==> src/rtl/spi_reg_pkg.sv <==
`timescale 1ns/1ps
package spi_reg_pkg;

    localparam int WORD_W  = 16;
    localparam int FRAME_W = 2 * WORD_W;

    localparam logic [WORD_W-1:0] READ_FLAG = 16'h8000;
    localparam logic [WORD_W-1:0] FILL_WORD = 16'hFFFF;

    typedef enum logic [1:0] {
        PH_IDLE,
        PH_LEAD,
        PH_SHIFT,
        PH_TRAIL
    } phase_e;

    typedef struct packed {
        logic              rd;
        logic [WORD_W-1:0] addr;
        logic [WORD_W-1:0] wdata;
    } req_t;

    function automatic logic [FRAME_W-1:0] build_frame(req_t r);
        if (r.rd)
            return {r.addr | READ_FLAG, FILL_WORD};
        return {r.addr, r.wdata};
    endfunction

endpackage

==> src/rtl/spi_reg_clkdiv.sv <==
`timescale 1ns/1ps
module spi_reg_clkdiv #(
    parameter int DIV_W      = 16,
    parameter int RESET_HALF = 125
) (
    input  logic             clk,
    input  logic             rst,
    input  logic             cfg_wr,
    input  logic [DIV_W-1:0] cfg_half,
    input  logic             cfg_allow,
    input  logic             run,
    output logic             tick
);
    logic [DIV_W-1:0] half_q;
    logic [DIV_W-1:0] cnt_q;

    assign tick = run && (cnt_q == half_q - 1'b1);

    always_ff @(posedge clk) begin
        if (rst) begin
            half_q <= DIV_W'(RESET_HALF);
        end else if (cfg_wr && cfg_allow && (cfg_half != '0)) begin
            half_q <= cfg_half;
        end
    end

    always_ff @(posedge clk) begin
        if (rst || !run || tick) begin
            cnt_q <= '0;
        end else begin
            cnt_q <= cnt_q + 1'b1;
        end
    end
endmodule

==> src/rtl/spi_reg_shifter.sv <==
`timescale 1ns/1ps
module spi_reg_shifter #(
    parameter int FRAME_W = 32,
    parameter int CNT_W   = 8
) (
    input  logic               clk,
    input  logic               rst,
    input  logic               load,
    input  logic [FRAME_W-1:0] load_word,
    input  logic [CNT_W-1:0]   nbits,
    input  logic               step,
    input  logic               miso,
    output logic               sclk,
    output logic               mosi,
    output logic [FRAME_W-1:0] rx_word,
    output logic               last_edge
);
    logic [FRAME_W-1:0] tx_q;
    logic [CNT_W-1:0]   edge_q;
    logic [CNT_W-1:0]   last_idx;

    assign last_idx  = (nbits << 1) - CNT_W'(1);
    assign last_edge = step && sclk && (edge_q == last_idx);

    always_ff @(posedge clk) begin
        if (rst) begin
            tx_q    <= '1;
            rx_word <= '0;
            sclk    <= 1'b0;
            mosi    <= 1'b0;
            edge_q  <= '0;
        end else if (load) begin
            tx_q   <= load_word;
            edge_q <= '0;
        end else if (step) begin
            edge_q <= edge_q + 1'b1;
            if (!sclk) begin
                sclk <= 1'b1;
                mosi <= tx_q[FRAME_W-1];
                tx_q <= {tx_q[FRAME_W-2:0], 1'b1};
            end else begin
                sclk    <= 1'b0;
                rx_word <= {rx_word[FRAME_W-2:0], miso};
            end
        end
    end
endmodule

==> src/rtl/spi_reg_ctrl.sv <==
`timescale 1ns/1ps
module spi_reg_ctrl
    import spi_reg_pkg::*;
#(
    parameter int INIT_BITS = 80,
    parameter int CNT_W     = 8
) (
    input  logic               clk,
    input  logic               rst,
    input  logic               tick,
    input  logic               req_valid,
    input  req_t               req,
    input  logic               last_edge,
    input  logic [WORD_W-1:0]  rx_low,
    output logic               load,
    output logic [FRAME_W-1:0] load_word,
    output logic [CNT_W-1:0]   nbits,
    output logic               step,
    output logic               run,
    output logic               cs_n,
    output logic               busy,
    output logic               done,
    output logic [WORD_W-1:0]  rdata
);
    localparam phase_e RESET_PHASE = (INIT_BITS > 0) ? PH_LEAD : PH_IDLE;

    phase_e phase_q;
    logic   init_q;

    assign load      = (phase_q == PH_IDLE) && req_valid;
    assign load_word = build_frame(req);
    assign nbits     = init_q ? CNT_W'(INIT_BITS) : CNT_W'(FRAME_W);
    assign step      = (phase_q == PH_SHIFT) && tick;
    assign run       = (phase_q != PH_IDLE);
    assign busy      = run;

    always_ff @(posedge clk) begin
        if (rst) begin
            phase_q <= RESET_PHASE;
            init_q  <= (INIT_BITS > 0);
            cs_n    <= 1'b1;
            done    <= 1'b0;
            rdata   <= '0;
        end else begin
            done <= 1'b0;
            case (phase_q)
                PH_IDLE: begin
                    if (req_valid) begin
                        phase_q <= PH_LEAD;
                        cs_n    <= 1'b0;
                    end
                end
                PH_LEAD: begin
                    if (tick) phase_q <= PH_SHIFT;
                end
                PH_SHIFT: begin
                    if (last_edge) phase_q <= PH_TRAIL;
                end
                PH_TRAIL: begin
                    if (tick) begin
                        phase_q <= PH_IDLE;
                        cs_n    <= 1'b1;
                        init_q  <= 1'b0;
                        if (!init_q) begin
                            done  <= 1'b1;
                            rdata <= rx_low;
                        end
                    end
                end
                default: phase_q <= PH_IDLE;
            endcase
        end
    end
endmodule

==> src/rtl/spi_reg_master.sv <==
`timescale 1ns/1ps
module spi_reg_master
    import spi_reg_pkg::*;
#(
    parameter int DIV_W      = 16,
    parameter int RESET_HALF = 125,
    parameter int INIT_BYTES = 10
) (
    input  logic              clk,
    input  logic              rst,
    input  logic              cfg_wr,
    input  logic [DIV_W-1:0]  cfg_half,
    input  logic              req_valid,
    input  logic              req_read,
    input  logic [15:0]       req_addr,
    input  logic [15:0]       req_wdata,
    output logic              busy,
    output logic              done,
    output logic [15:0]       rdata,
    output logic              spi_sclk,
    output logic              spi_mosi,
    input  logic              spi_miso,
    output logic              spi_cs_n
);
    localparam int INIT_BITS = INIT_BYTES * 8;
    localparam int MAX_BITS  = (INIT_BITS > FRAME_W) ? INIT_BITS : FRAME_W;
    localparam int CNT_W     = $clog2(2 * MAX_BITS) + 1;

    req_t               req;
    logic               tick;
    logic               run;
    logic               load;
    logic [FRAME_W-1:0] load_word;
    logic [CNT_W-1:0]   nbits;
    logic               step;
    logic               last_edge;
    logic [FRAME_W-1:0] rx_word;

    assign req = '{rd: req_read, addr: req_addr, wdata: req_wdata};

    spi_reg_clkdiv #(.DIV_W(DIV_W), .RESET_HALF(RESET_HALF)) u_div (
        .clk       (clk),
        .rst       (rst),
        .cfg_wr    (cfg_wr),
        .cfg_half  (cfg_half),
        .cfg_allow (!run),
        .run       (run),
        .tick      (tick)
    );

    spi_reg_shifter #(.FRAME_W(FRAME_W), .CNT_W(CNT_W)) u_shift (
        .clk       (clk),
        .rst       (rst),
        .load      (load),
        .load_word (load_word),
        .nbits     (nbits),
        .step      (step),
        .miso      (spi_miso),
        .sclk      (spi_sclk),
        .mosi      (spi_mosi),
        .rx_word   (rx_word),
        .last_edge (last_edge)
    );

    spi_reg_ctrl #(.INIT_BITS(INIT_BITS), .CNT_W(CNT_W)) u_ctrl (
        .clk       (clk),
        .rst       (rst),
        .tick      (tick),
        .req_valid (req_valid),
        .req       (req),
        .last_edge (last_edge),
        .rx_low    (rx_word[WORD_W-1:0]),
        .load      (load),
        .load_word (load_word),
        .nbits     (nbits),
        .step      (step),
        .run       (run),
        .cs_n      (spi_cs_n),
        .busy      (busy),
        .done      (done),
        .rdata     (rdata)
    );
endmodule

==> config.mk <==
export PLATFORM = sky130hd
export DESIGN_NAME = spi_reg_master
export DESIGN_NICKNAME = d
export VERILOG_FILES = /design/src/rtl/spi_reg_pkg.sv /design/src/rtl/spi_reg_clkdiv.sv /design/src/rtl/spi_reg_shifter.sv /design/src/rtl/spi_reg_ctrl.sv /design/src/rtl/spi_reg_master.sv
export SDC_FILE = /design/constraint.sdc
export NUM_CORES = 1
export LEC_CHECK = 0
export BUFFER_PORTS_ARGS = -buffer_cell sky130_fd_sc_hd__buf_2
export CAP_MARGIN = 10
export CORE_MARGIN = 3
export CORE_UTILIZATION = 54
export CTS_BUF_LIST = sky130_fd_sc_hd__clkbuf_4
export DETAILED_ROUTE_END_ITERATION = 10
export PLACE_DENSITY = 0.78
export SYNTH_ARGS = -nofsm -noshare
export SYNTH_HDL_FRONTEND = slang
export SYNTH_SLANG_ARGS = --single-unit
==> constraint.sdc <==
create_clock -name clk -period 2.6 [get_ports clk]
set_input_delay 0.39 -clock clk [delete_from_list [all_inputs] [get_ports clk]]
set_output_delay 0.39 -clock clk [all_outputs]
set_load 0.03 [all_outputs]
## Yosys cells after proc, flatten, opt, wreduce, memory -nomap -nowiden

Cells that the tools add are included.

- Flip-flop bits (word level): 112
- Bits in latches: 0
- RAM bits: 0
- Memory bits (read-only): 0
- Bits of input ports: 54
- Output and inout bits: 21
- Logic and storage cells: 73
- Memories kept: 0

- $add $sub $neg: 4
- Multipliers: 0
- Div/mod/pow operators: 0
- Magnitude comparators: 0
- Equality and inequality tests: 10
- Shift operators: 0
- Mux-type cells: 17
- Bitwise operators: 5
- Reductions and logical operators: 25

Operators by type and width:

| cell | number |
|---|---|
| $mux W32 | 5 |
| $add A16 B1 Y16 const B | 1 |
| $eq A16 B16 Y1 | 1 |
| $reduce_bool A16 Y1 | 1 |
| $sub A16 B1 Y16 const B | 1 |
| $reduce_and A3 Y1 | 4 |
| $add A9 B1 Y9 const B | 1 |
| $eq A9 B9 Y1 | 1 |
| $sub A9 B1 Y9 const B | 1 |
| $mux W2 | 4 |
| $pmux W2 S4 | 1 |
| $logic_and A1 B1 Y1 | 7 |
| $mux W7 | 1 |
| $ne A2 B2 Y1 const B | 3 |
| $reduce_and A2 Y1 | 3 |
| $reduce_bool A2 Y1 | 3 |
| $mux W1 | 5 |
| $not A1 Y1 | 5 |
| $eq A2 B2 Y1 const B | 2 |
| $ne A2 B1 Y1 const B | 2 |
| $reduce_and A4 Y1 | 1 |
| $reduce_or A3 Y1 | 1 |
| $eq A2 B1 Y1 const B | 1 |
| $logic_not A2 Y1 | 1 |
| other kinds (4) | 5 |

## Longest topological paths before layout

Gate-level depths: netlist of run 1.

- Word-level depth: 8
- Mapped depth: 11

## By module

Synthesis of run 1 repeated with hierarchy kept, for this count alone.

- Cells, all modules: 731
- Area, all modules: 6463.7 um^2

Modules (own cells, without submodules):

| module | instances | cells each | area each (um^2) | sequential area each (um^2) |
|---|---|---|---|---|
| spi_reg_shifter | 1 | 370 | 3362.0 | 1501.4 |
| spi_reg_clkdiv | 1 | 212 | 1874.3 | 640.6 |
| spi_reg_ctrl | 1 | 148 | 1223.7 | 420.4 |
| spi_reg_master | 1 | 1 | 3.8 | 0.0 |

## Least setup slack after synthesis of run 1

OpenSTA, ideal clock, no wires.

- Path kind: flip-flop to flip-flop
- From: reg u_div.half_q[0]
- To: reg u_shift.rx_word[10]
- Library setup time: 0.072 ns
- Data arrival time: 2.798 ns
- Required time: 2.528 ns
- Setup slack: -0.270 ns
- Cell stages (with the launch flop): 11
- Buffers on the path: 1
- Path through: dfxtp_1 -> inv_1 -> ha_1 -> or3b_2 -> nor4_4 -> xnor2_1 -> a221o_1 -> a221o_1 -> nor3_4 -> buf_6 -> mux2i_1

- Cells in the longest elaborated chain, start to end: 5

RTL lines:

| what | RTL line | text |
|---|---|---|
| start, declared | spi_reg_clkdiv.sv:14 | `logic [DIV_W-1:0] half_q;` |
| start signal, assigned | spi_reg_clkdiv.sv:21 | `half_q <= DIV_W'(RESET_HALF);` |
| start signal, assigned | spi_reg_clkdiv.sv:23 | `half_q <= cfg_half;` |
| $sub A16 B1 Y16 | spi_reg_clkdiv.sv:17 | `assign tick = run && (cnt_q == half_q - 1'b1);` |
| $eq A16 B16 Y1 | spi_reg_clkdiv.sv:17 |  |
| $logic_and A1 B1 Y1 | spi_reg_clkdiv.sv:17 |  |
| $logic_and A1 B1 Y1 | spi_reg_ctrl.sv:33 | `assign step = (phase_q == PH_SHIFT) && tick;` |
| $reduce_and A3 Y1 (no line) | - |  |
| end signal, assigned | spi_reg_shifter.sv:43 | `rx_word <= {rx_word[FRAME_W-2:0], miso};` |
| end, declared | spi_reg_shifter.sv:15 | `output logic [FRAME_W-1:0] rx_word,` |

No other way between the ends.
A chain may end at the register's enable or synchronous reset.

## Worst setup path after layout of run 1

- From: reg u_div.half_q[0]
- To: reg u_shift.tx_q[19]

- Cells in the longest elaborated chain, start to end: 6

RTL lines:

| what | RTL line | text |
|---|---|---|
| $sub A16 B1 Y16 | spi_reg_clkdiv.sv:17 |  |
| $eq A16 B16 Y1 | spi_reg_clkdiv.sv:17 |  |
| $logic_and A1 B1 Y1 | spi_reg_clkdiv.sv:17 |  |
| $logic_and A1 B1 Y1 | spi_reg_ctrl.sv:33 |  |
| $reduce_bool A2 Y1 (no line) | - |  |
| $reduce_and A2 Y1 (no line) | - |  |
| end signal, assigned | spi_reg_shifter.sv:33 | `tx_q <= load_word;` |
| end signal, assigned | spi_reg_shifter.sv:40 | `tx_q <= {tx_q[FRAME_W-2:0], 1'b1};` |
| end, declared | spi_reg_shifter.sv:18 | `logic [FRAME_W-1:0] tx_q;` |

No other way between the ends.

==> impl_metrics.json, run 1 <==
{
  "run_status": "finished, violations left",
  "failed_checks": "negative setup slack",
  "antennaDiodeCount": 0,
  "grt_setup_unrepaired": "true",
  "tritoncts": "done",
  "post-synth-top-count-cell": "nor2_1",
  "leak_nw": 2.93,
  "synth_cell_types": 55,
  "clkTransAtPathRegs_ns": 0.19,
  "fin_worst_skew_ns": 0.0267,
  "detail_routed_net_length_per_standard_cell_um": 16.1,
  "synth_commonest_cells": "nor2_1 (125), dfxtp_1 (112), mux2i_1 (59)",
  "area.growth.synth_to_final_pct": 25.6,
  "core_sq_mm": 0.0100,
  "max_freq_mhz": 355,
  "post_drt_via_cell_ratio": 5.82,
  "synth_area_sq_mm": 0.00567,
  "synth.ff_latch_count": 112,
  "relSlewSlack_pct": 48.6,
  "cts_buffer_depth": 2,
  "htree_levels": 3,
  "grt_pass1_vias": 5065,
  "routed_wl_um": 14700,
  "ranking_of_synthesized_cells_by_area": "dfxtp_1 (40%), mux2i_1 (10%), nor2_1 (8.3%)",
  "initial_drc_count": 341,
  "count_of_nets_after_finishing": 841,
  "route.vias.total": 5338,
  "ant_nets": 0,
  "timing_worst_slew_pin_value_ns": 0.771,
  "power.density_cell_area_mw_per_mm2": 527,
  "power.ir.vdd_worst_uv": 339,
  "min_period_ns": 2.82,
  "antenna_found_initial": 0,
  "worstPathMaxFanout": 6,
  "detailedPlacementHpwl_um": 9500,
  "io_pins": 75,
  "ys.flop_type": "dfxtp_1",
  "post_cts_hold_buffer_count": 0,
  "global_route.usage.total_pct": 24.6,
  "globalRoute.totalOverflow": 0,
  "drc_errors": 0,
  "design.die.area_sq_mm": 0.0118,
  "layout-drive-gt1-share_pct": 26.8,
  "multi_input_comb_area_sq_mm": 0.00349,
  "syn-instance-count": 678,
  "maxSlewViolCount": 0,
  "port_buffers": 74,
  "final_critical_path_setup_slack_ns": -0.216,
  "setup-violations-final": 94,
  "syn-mean-instance-area_sq_um": 8.37,
  "cts.sinks": 112,
  "worst-setup-path-type": "reg2reg",
  "register_area_sq_mm": 0.00225,
  "synth_seq_area_share_pct": 39.5,
  "cts_inserted_buffers": 9,
  "final_weighted_congestion_in_routability_driven_placement": 0.854,
  "timing.hold.worst.class": "in2reg",
  "final_min_period_over_clock_period_pct": 108,
  "cts.root.buffer_cell": "clkbuf_4",
  "placed_area_sq_mm": 0.00652,
  "die_x_um": 108,
  "ys.warnings.count": 0,
  "initial_utilization_pct": 56.7,
  "postSynth.asyncResetShare_pct": 0,
  "end_kind": "flip-flop",
  "edff_count_synth": 0,
  "totalPowerFinal_mw": 3.75,
  "fillers": 756,
  "synth.largest_area_cell": "dfxtp_1",
  "worst_setup_path_start_kind": "flip-flop",
  "cp_data_arrival_time_ns": 3.23,
  "synth_top_area_share_pct": 39.5,
  "grt_max_degree": 84,
  "synth_fp_nets": 740,
  "critPathRequiredTime_ns": 3.01,
  "clock_insertion_delay_at_the_later_pin_of_the_skew_report_ns": 0.48,
  "detailedRoute.firstPassIterationCount": 5,
  "grt_first_pass_wirelength_um": 23500,
  "hold_viol_final": 0,
  "chipHeight_um": 108,
  "drv.max_cap_violation_count": 0,
  "finish.instance_area_sq_mm": 0.00712,
  "floorplan.rows": 36
}
-- cell type report --
type                            count  share of cell area (%)
Inverter                           14                   0.738
Tap cell                          133                    2.34
Timing Repair Buffer              138                    14.3
Clock inverter                      7                    1.21
Sequential cell                   112                    31.5
Multi-Input combinational cell    504                    49.0
Clock buffer                        9                   0.949
-- flip-flops by register name, summed over array words and instances (netlist names), 2 cells and up --
name,cells
u_div.cnt_q,16
u_shift.edge_q,9
u_ctrl.phase_q,2
u_div.half_q,16
u_ctrl.rdata,16
u_shift.tx_q,32
u_shift.rx_word,16
-- metal layers --
metal,vias to the layer above,GRT usage (%),wire [um]
li1,2579,-,-
met1,2527,31.9,6380
met2,195,41.7,7180
met4,0,8.39,334
met5,-,0,0
met3,37,3.76,846
-- layout by cell type, fill, tap and decap left out, drive strengths merged, types with 14 or more instances in the layout --
cell type  Yosys  routed
nor2         125     125
xnor2         21      21
a21oi         29      29
a211oi        15      15
mux2i         59      59
nand3         37      37
dfxtp        112     112
inv           14      16
o21ai         24      24
xor2          14      14
nand2b        21      21
and3          22      22
nor3          26      26
nand2         16      16
buf           10     138
-- worst max-delay path: stages (launching register included) --
cell and delay, ns:
dfxtp_2 0.37, buf_4 0.15, or4_4 0.58, nor3_4 0.18
xnor2_1 0.18, and4bb_1 0.25, buf_4 0.15, and2_4 0.15
a31oi_4 0.28, buf_6 0.18, buf_16 0.12, mux2i_1 0.18
-- stage by stage --
| stage | hold WS, ns | instances | setup TNS (ns) | worst slack, ns | utilization (%) |
|---|---|---|---|---|---|
| finish | 0.139 | 917 | -10.67 | -0.216 | 71.2 |
| detailed placement | 0.465 | 887 | -6.67 | -0.251 | 65.2 |
| global route | 0.119 | 917 | -22.05 | -0.346 | 71.2 |
| floorplan | 0.444 | 678 | -1.98 | -0.150 | - |
| CTS | 0.115 | 919 | -5.27 | -0.117 | 70.4 |
| global placement | 0.456 | 887 | -3.44 | -0.142 | 65.2 |
-- logic make-up after synthesis --
family | synth area share, %
xor gates and xnor gates | 5.40
buffers and inverters | 4.37
muxes | 10.4
adders and majority gates | 1.76
and+or+nand+nor | 27.1
AOI/OAI and AO/OA | 11.4
DFF | 39.5
-- final timing paths --
kind | start | to | slack [ns] | depth (start not counted)
min | cfg_half[4] | u_div.half_q[4] | 0.14 | 2
max | u_div.half_q[0] | u_shift.tx_q[19] | -0.22 | 11
min reg2reg | u_shift.rx_word[10] | u_ctrl.rdata[10] | 0.49 | 2
max reg2reg | u_div.half_q[0] | u_shift.tx_q[19] | -0.22 | 11
-- power breakdown --
group,internal (mW),total (mW),switching [mW]
combinational,0.460,0.987,0.528
sequential,1.79,1.87,0.0803
clock,0.235,0.895,0.660
total,2.49,3.75,1.27
-- repair_timing --
action / CTS / global route
pin swaps: 13 / 26
gates cloned: 4 / 0
setup buffers: 12 / 3
endpoints found under the setup margin: 95 / 96
endpoints found under the hold margin: 0 / 0
gates resized for setup: 38 / 48
No activity file was read; power rests on OpenSTA's default activity.
==> run 2: changes to the inputs <==
PLACE_DENSITY = 0.77   (was 0.78)
==> impl_metrics.json, run 2 (synthesized netlist as in run 1, its figures left out) <==
{
  "largest_register": "u_shift.tx_q",
  "relSlewSlack_pct": 36.3,
  "critPathRequiredTime_ns": 2.97,
  "layout_commonest_cell": "dfxtp_1",
  "totalPowerFinal_mw": 3.71,
  "wl_met2_um": 7590,
  "area.growth.synth_to_final_pct": 29.9,
  "cts_buffer_depth": 2,
  "clock_insertion_delay_at_the_later_pin_of_the_skew_report_ns": 0.48,
  "antenna_found_initial": 0,
  "power.ir.vdd_worst_uv": 386,
  "chipHeight_um": 108,
  "design.die.area_sq_mm": 0.0118,
  "min_period_ns": 2.79,
  "flip_flop_count_of_the_largest_register_after_layout": 32,
  "die_x_um": 108,
  "timing.hold.worst.class": "in2reg",
  "met1Wirelength_um": 6300,
  "cts.root.buffer_cell": "clkbuf_4",
  "grt_max_degree": 70,
  "htree_levels": 3,
  "antennaDiodeCount": 0,
  "detailedPlacementHpwl_um": 9360,
  "run_status": "finished, violations left",
  "drc_errors": 0,
  "global_route.usage.total_pct": 24.4,
  "cts_inserted_buffers": 9,
  "max_freq_mhz": 359,
  "post-place-cells": 880,
  "mostFrequentLayoutCells": "dfxtp_1 (110), nor2_1 (109), buf_2 (73)",
  "setup-violations-final": 93,
  "floorplan.rows": 36,
  "worst-setup-path-type": "reg2reg",
  "worst_setup_path_start_kind": "flip-flop",
  "maxUsedRoutingLayer": "met4",
  "routed_wl_um": 15000,
  "route.vias.total": 5312,
  "worstPathMaxFanout": 8,
  "detailedRoute.firstPassIterationCount": 5,
  "final_critical_path_setup_slack_ns": -0.185,
  "clkTransAtPathRegs_ns": 0.17,
  "timing_worst_slew_pin_value_ns": 0.952,
  "count_of_nets_after_finishing": 836,
  "drv.max_cap_violation_count": 0,
  "leak_nw": 2.99,
  "maxSlewViolCount": 0,
  "layout-drive-gt1-share_pct": 29.7,
  "port_buffers": 74,
  "ant_nets": 0,
  "power.density_cell_area_mw_per_mm2": 504,
  "initial_drc_count": 367,
  "end_kind": "flip-flop",
  "tritoncts": "done",
  "grt_pass1_vias": 5053,
  "core_sq_mm": 0.0100,
  "final_weighted_congestion_in_routability_driven_placement": 0.932,
  "cp_data_arrival_time_ns": 3.16,
  "failed_checks": "negative setup slack",
  "hold_viol_final": 0,
  "final_min_period_over_clock_period_pct": 107,
  "met3RoutedLength_um": 769,
  "globalRoute.totalOverflow": 0,
  "cts.sinks": 112,
  "post_cts_hold_buffer_count": 0,
  "fin_worst_skew_ns": 0.0314,
  "io_pins": 75,
  "detail_routed_net_length_per_standard_cell_um": 16.5,
  "grt_first_pass_wirelength_um": 23300,
  "post_drt_via_cell_ratio": 5.82,
  "grt_setup_unrepaired": "true",
  "initial_utilization_pct": 56.7,
  "layoutNonFillerInstCount": 912
}
-- run 2: cell count changes in the layout (fill, tap and decap cells not counted), sizes merged --
cell | previous run | this run
clkbuf | 9 | 13
inv | 16 | 17
clkinv | 5 | 3
buf | 138 | 130
-- run 2: repair_timing --
item,in CTS,in global routing
endpoints found under the setup margin,95,96
pin swaps,3,48
resized for setup,54,83
gates cloned,5,4
setup buffers,9,4
-- run 2: through the flow --
stage / setup slack (ns) / area, sq um / util [%] / setup TNS (ns) / hold slack (ns)
after floorplan: -0.150 / 5720 / - / -1.98 / 0.444
after global placement: -0.0624 / 6490 / 64.9 / -1.48 / 0.453
after detailed placement: -0.140 / 6490 / 64.9 / -6.54 / 0.462
after CTS: -0.144 / 6990 / 69.9 / -5.86 / 0.104
after global routing: -0.322 / 7370 / 73.7 / -21.02 / 0.0940
final: -0.185 / 7370 / 73.7 / -9.74 / 0.126
-- run 2: layout make-up --
cell class	count	area, sq um
well taps	133	166
inverters	14	52.6
clock buffers	10	75.1
fillers	702	2630
flip-flops and latches	112	2240
multi-input cells	504	3720
repair buffers	133	1060
clock inverters	6	51.3
-- run 2: critical path: stages, from the launching register on --
cell       delay [ns]
dfxtp_2          0.37
buf_4            0.15
or4_4            0.58
nor4_2           0.26
o2bb2ai_1        0.17
o22a_1           0.25
and2_0           0.32
a31oi_4          0.16
buf_12           0.18
buf_16           0.14
mux2i_1          0.11
-- run 2: routing by layer --
metal	track usage, %	up-vias
met1	30.7	2521
met3	4.84	45
met5	0	-
met2	42.3	177
li1	-	2569
met4	6.76	0
-- run 2: power by group --
part	total (mW)	switching, mW	internal, mW
sequential	1.87	0.0757	1.79
combinational	1.01	0.545	0.461
clock	0.841	0.617	0.224
total	3.71	1.24	2.48
-- run 2: final timing paths --
path | startpoint | endpoint | slack [ns] | depth (start not counted)
max | u_div.half_q[0] | u_shift.tx_q[30] | -0.19 | 10
max reg2reg | u_div.half_q[0] | u_shift.tx_q[30] | -0.19 | 10
min reg2reg | u_shift.rx_word[12] | u_ctrl.rdata[12] | 0.47 | 2
min | cfg_half[5] | u_div.half_q[5] | 0.13 | 2
==> run 3: changes to the inputs <==
CORE_UTILIZATION = 60   (was 54)
CTS_BUF_LIST = default   (was sky130_fd_sc_hd__clkbuf_4)
PLACE_DENSITY = 0.81   (was 0.77)
clock period = 3.4 ns   (was 2.6 ns; I/O delays follow)
==> impl_metrics.json, run 3 (synthesized netlist as in run 1, its figures left out) <==
{
  "layout-drive-gt1-share_pct": 16.0,
  "area.growth.synth_to_final_pct": 11.3,
  "grt_max_degree": 86,
  "final_weighted_congestion_in_routability_driven_placement": 0.932,
  "drc_errors": 0,
  "layoutNonFillerInstCount": 839,
  "timing.hold.worst.class": "in2reg",
  "worst-setup-path-type": "reg2reg",
  "met3RoutedLength_um": 440,
  "final_min_period_over_clock_period_pct": 93.9,
  "antennaDiodeCount": 0,
  "relSlewSlack_pct": 22.7,
  "critPathRequiredTime_ns": 3.70,
  "fin_worst_skew_ns": 0.0184,
  "largest_register": "u_shift.tx_q",
  "cts_inserted_buffers": 9,
  "mostFrequentLayoutCells": "nor2_1 (125), dfxtp_1 (112), buf_2 (73)",
  "min_period_ns": 3.19,
  "design.die.area_sq_mm": 0.0107,
  "detailedPlacementHpwl_um": 8630,
  "antenna_found_initial": 0,
  "timing_worst_slew_pin_value_ns": 1.16,
  "maxSlewViolCount": 0,
  "global_route.usage.total_pct": 24.1,
  "grt_setup_unrepaired": "false",
  "run_status": "finished clean",
  "post_cts.resized_instances": 0,
  "cts_buffer_depth": 2,
  "clkTransAtPathRegs_ns": 0.11,
  "floorplan.rows": 34,
  "final_util_pct": 70.7,
  "fillers": 706,
  "setup-violations-final": 0,
  "multi_input_comb_area_sq_mm": 0.00321,
  "clock_insertion_delay_at_the_later_pin_of_the_skew_report_ns": 0.39,
  "tritoncts": "done",
  "wl_met2_um": 6240,
  "worst_setup_path_start_kind": "flip-flop",
  "drv.max_cap_violation_count": 0,
  "htree_levels": 3,
  "hold_viol_final": 0,
  "max_freq_mhz": 313,
  "cts.sinks": 112,
  "post-place-cells": 823,
  "initial_utilization_pct": 63.5,
  "fin_tns_setup_ns": 0,
  "initial_drc_count": 185,
  "maxUsedRoutingLayer": "met4",
  "post_drt_via_cell_ratio": 5.80,
  "core_sq_mm": 0.00893,
  "detail_routed_net_length_per_standard_cell_um": 14.7,
  "layout_commonest_cell": "nor2_1",
  "met1Wirelength_um": 5490,
  "io_pins": 75,
  "worstPathMaxFanout": 21,
  "hold_slack_ns": 0.340,
  "cts_setup_buffers": 0,
  "flip_flop_count_of_the_largest_register_after_layout": 32,
  "detailedRoute.firstPassIterationCount": 7,
  "register_area_sq_mm": 0.00224,
  "die_x_um": 103,
  "post_cts_hold_buffer_count": 0,
  "power.density_cell_area_mw_per_mm2": 434,
  "end_kind": "flip-flop",
  "port_buffers": 74,
  "ant_nets": 0,
  "leak_nw": 2.57,
  "count_of_nets_after_finishing": 788,
  "cp_data_arrival_time_ns": 3.50,
  "cts.root.buffer_cell": "clkbuf_8",
  "routed_wl_um": 12300,
  "chipHeight_um": 103,
  "power.ir.vdd_worst_uv": 309,
  "globalRoute.totalOverflow": 0,
  "route.vias.total": 4869,
  "grt_first_pass_wirelength_um": 21000,
  "grt_pass1_vias": 4594
}
run 3: cell types whose count changed in the layout (fill, tap and decap cells not counted), sizes merged:
cell	change
clkbuf	-4
inv	+1
clkinvlp	+1
buf	-45
clkinv	-1
run 3: final cells by class:
class	instances	share of cell area [%]
Inverter	14	0.832
Timing Repair Buffer	85	7.41
Multi-Input combinational cell	504	50.9
Clock buffer	9	1.96
Tap cell	108	2.14
Sequential cell	112	35.5
Clock inverter	7	1.27
run 3: stage by stage:
step	setup WS [ns]	cell area, sq um	power [mW]
global route	0.0169	6310	2.88
CTS	0.0846	6310	2.76
global placement	0.262	6110	1.95
finish	0.208	6310	2.74
detailed placement	0.147	6110	1.98
floorplan	0.530	5670	1.83
run 3: report_power, final:
part / internal [mW] / total [mW] / switching (mW) / leakage [nW]
clock: 0.294 / 0.789 / 0.494 / 0.0998
sequential: 1.37 / 1.44 / 0.0740 / 0.905
combinational: 0.217 / 0.510 / 0.292 / 1.56
run 3: per-layer routing:
| metal | vias up | track usage, % |
|---|---|---|
| li1 | 2473 | - |
| met1 | 2281 | 32.2 |
| met2 | 101 | 40.3 |
| met3 | 14 | 4.69 |
| met4 | 0 | 5.78 |
| met5 | - | 0 |
run 3: final timing paths:
check                              to  slack [ns]  cells after the start             from
hold / removal        u_div.half_q[6]        0.34                      2      cfg_half[6]
hold reg to reg       u_ctrl.rdata[9]        0.48                      2  u_ctrl.rdata[9]
setup / recovery  u_shift.rx_word[13]        0.21                     10  u_div.half_q[0]
setup reg to reg  u_shift.rx_word[13]        0.21                     10  u_div.half_q[0]
run 3: worst max-delay path: stages (launching register included):
cell,delay (ns)
dfxtp_1,0.37
inv_1,0.10
ha_1,0.19
or3b_2,0.53
nor4_4,0.18
xnor2_1,0.09
a221o_1,0.34
a221o_2,0.55
nor3_4,0.20
buf_4,0.30
mux2i_1,0.26
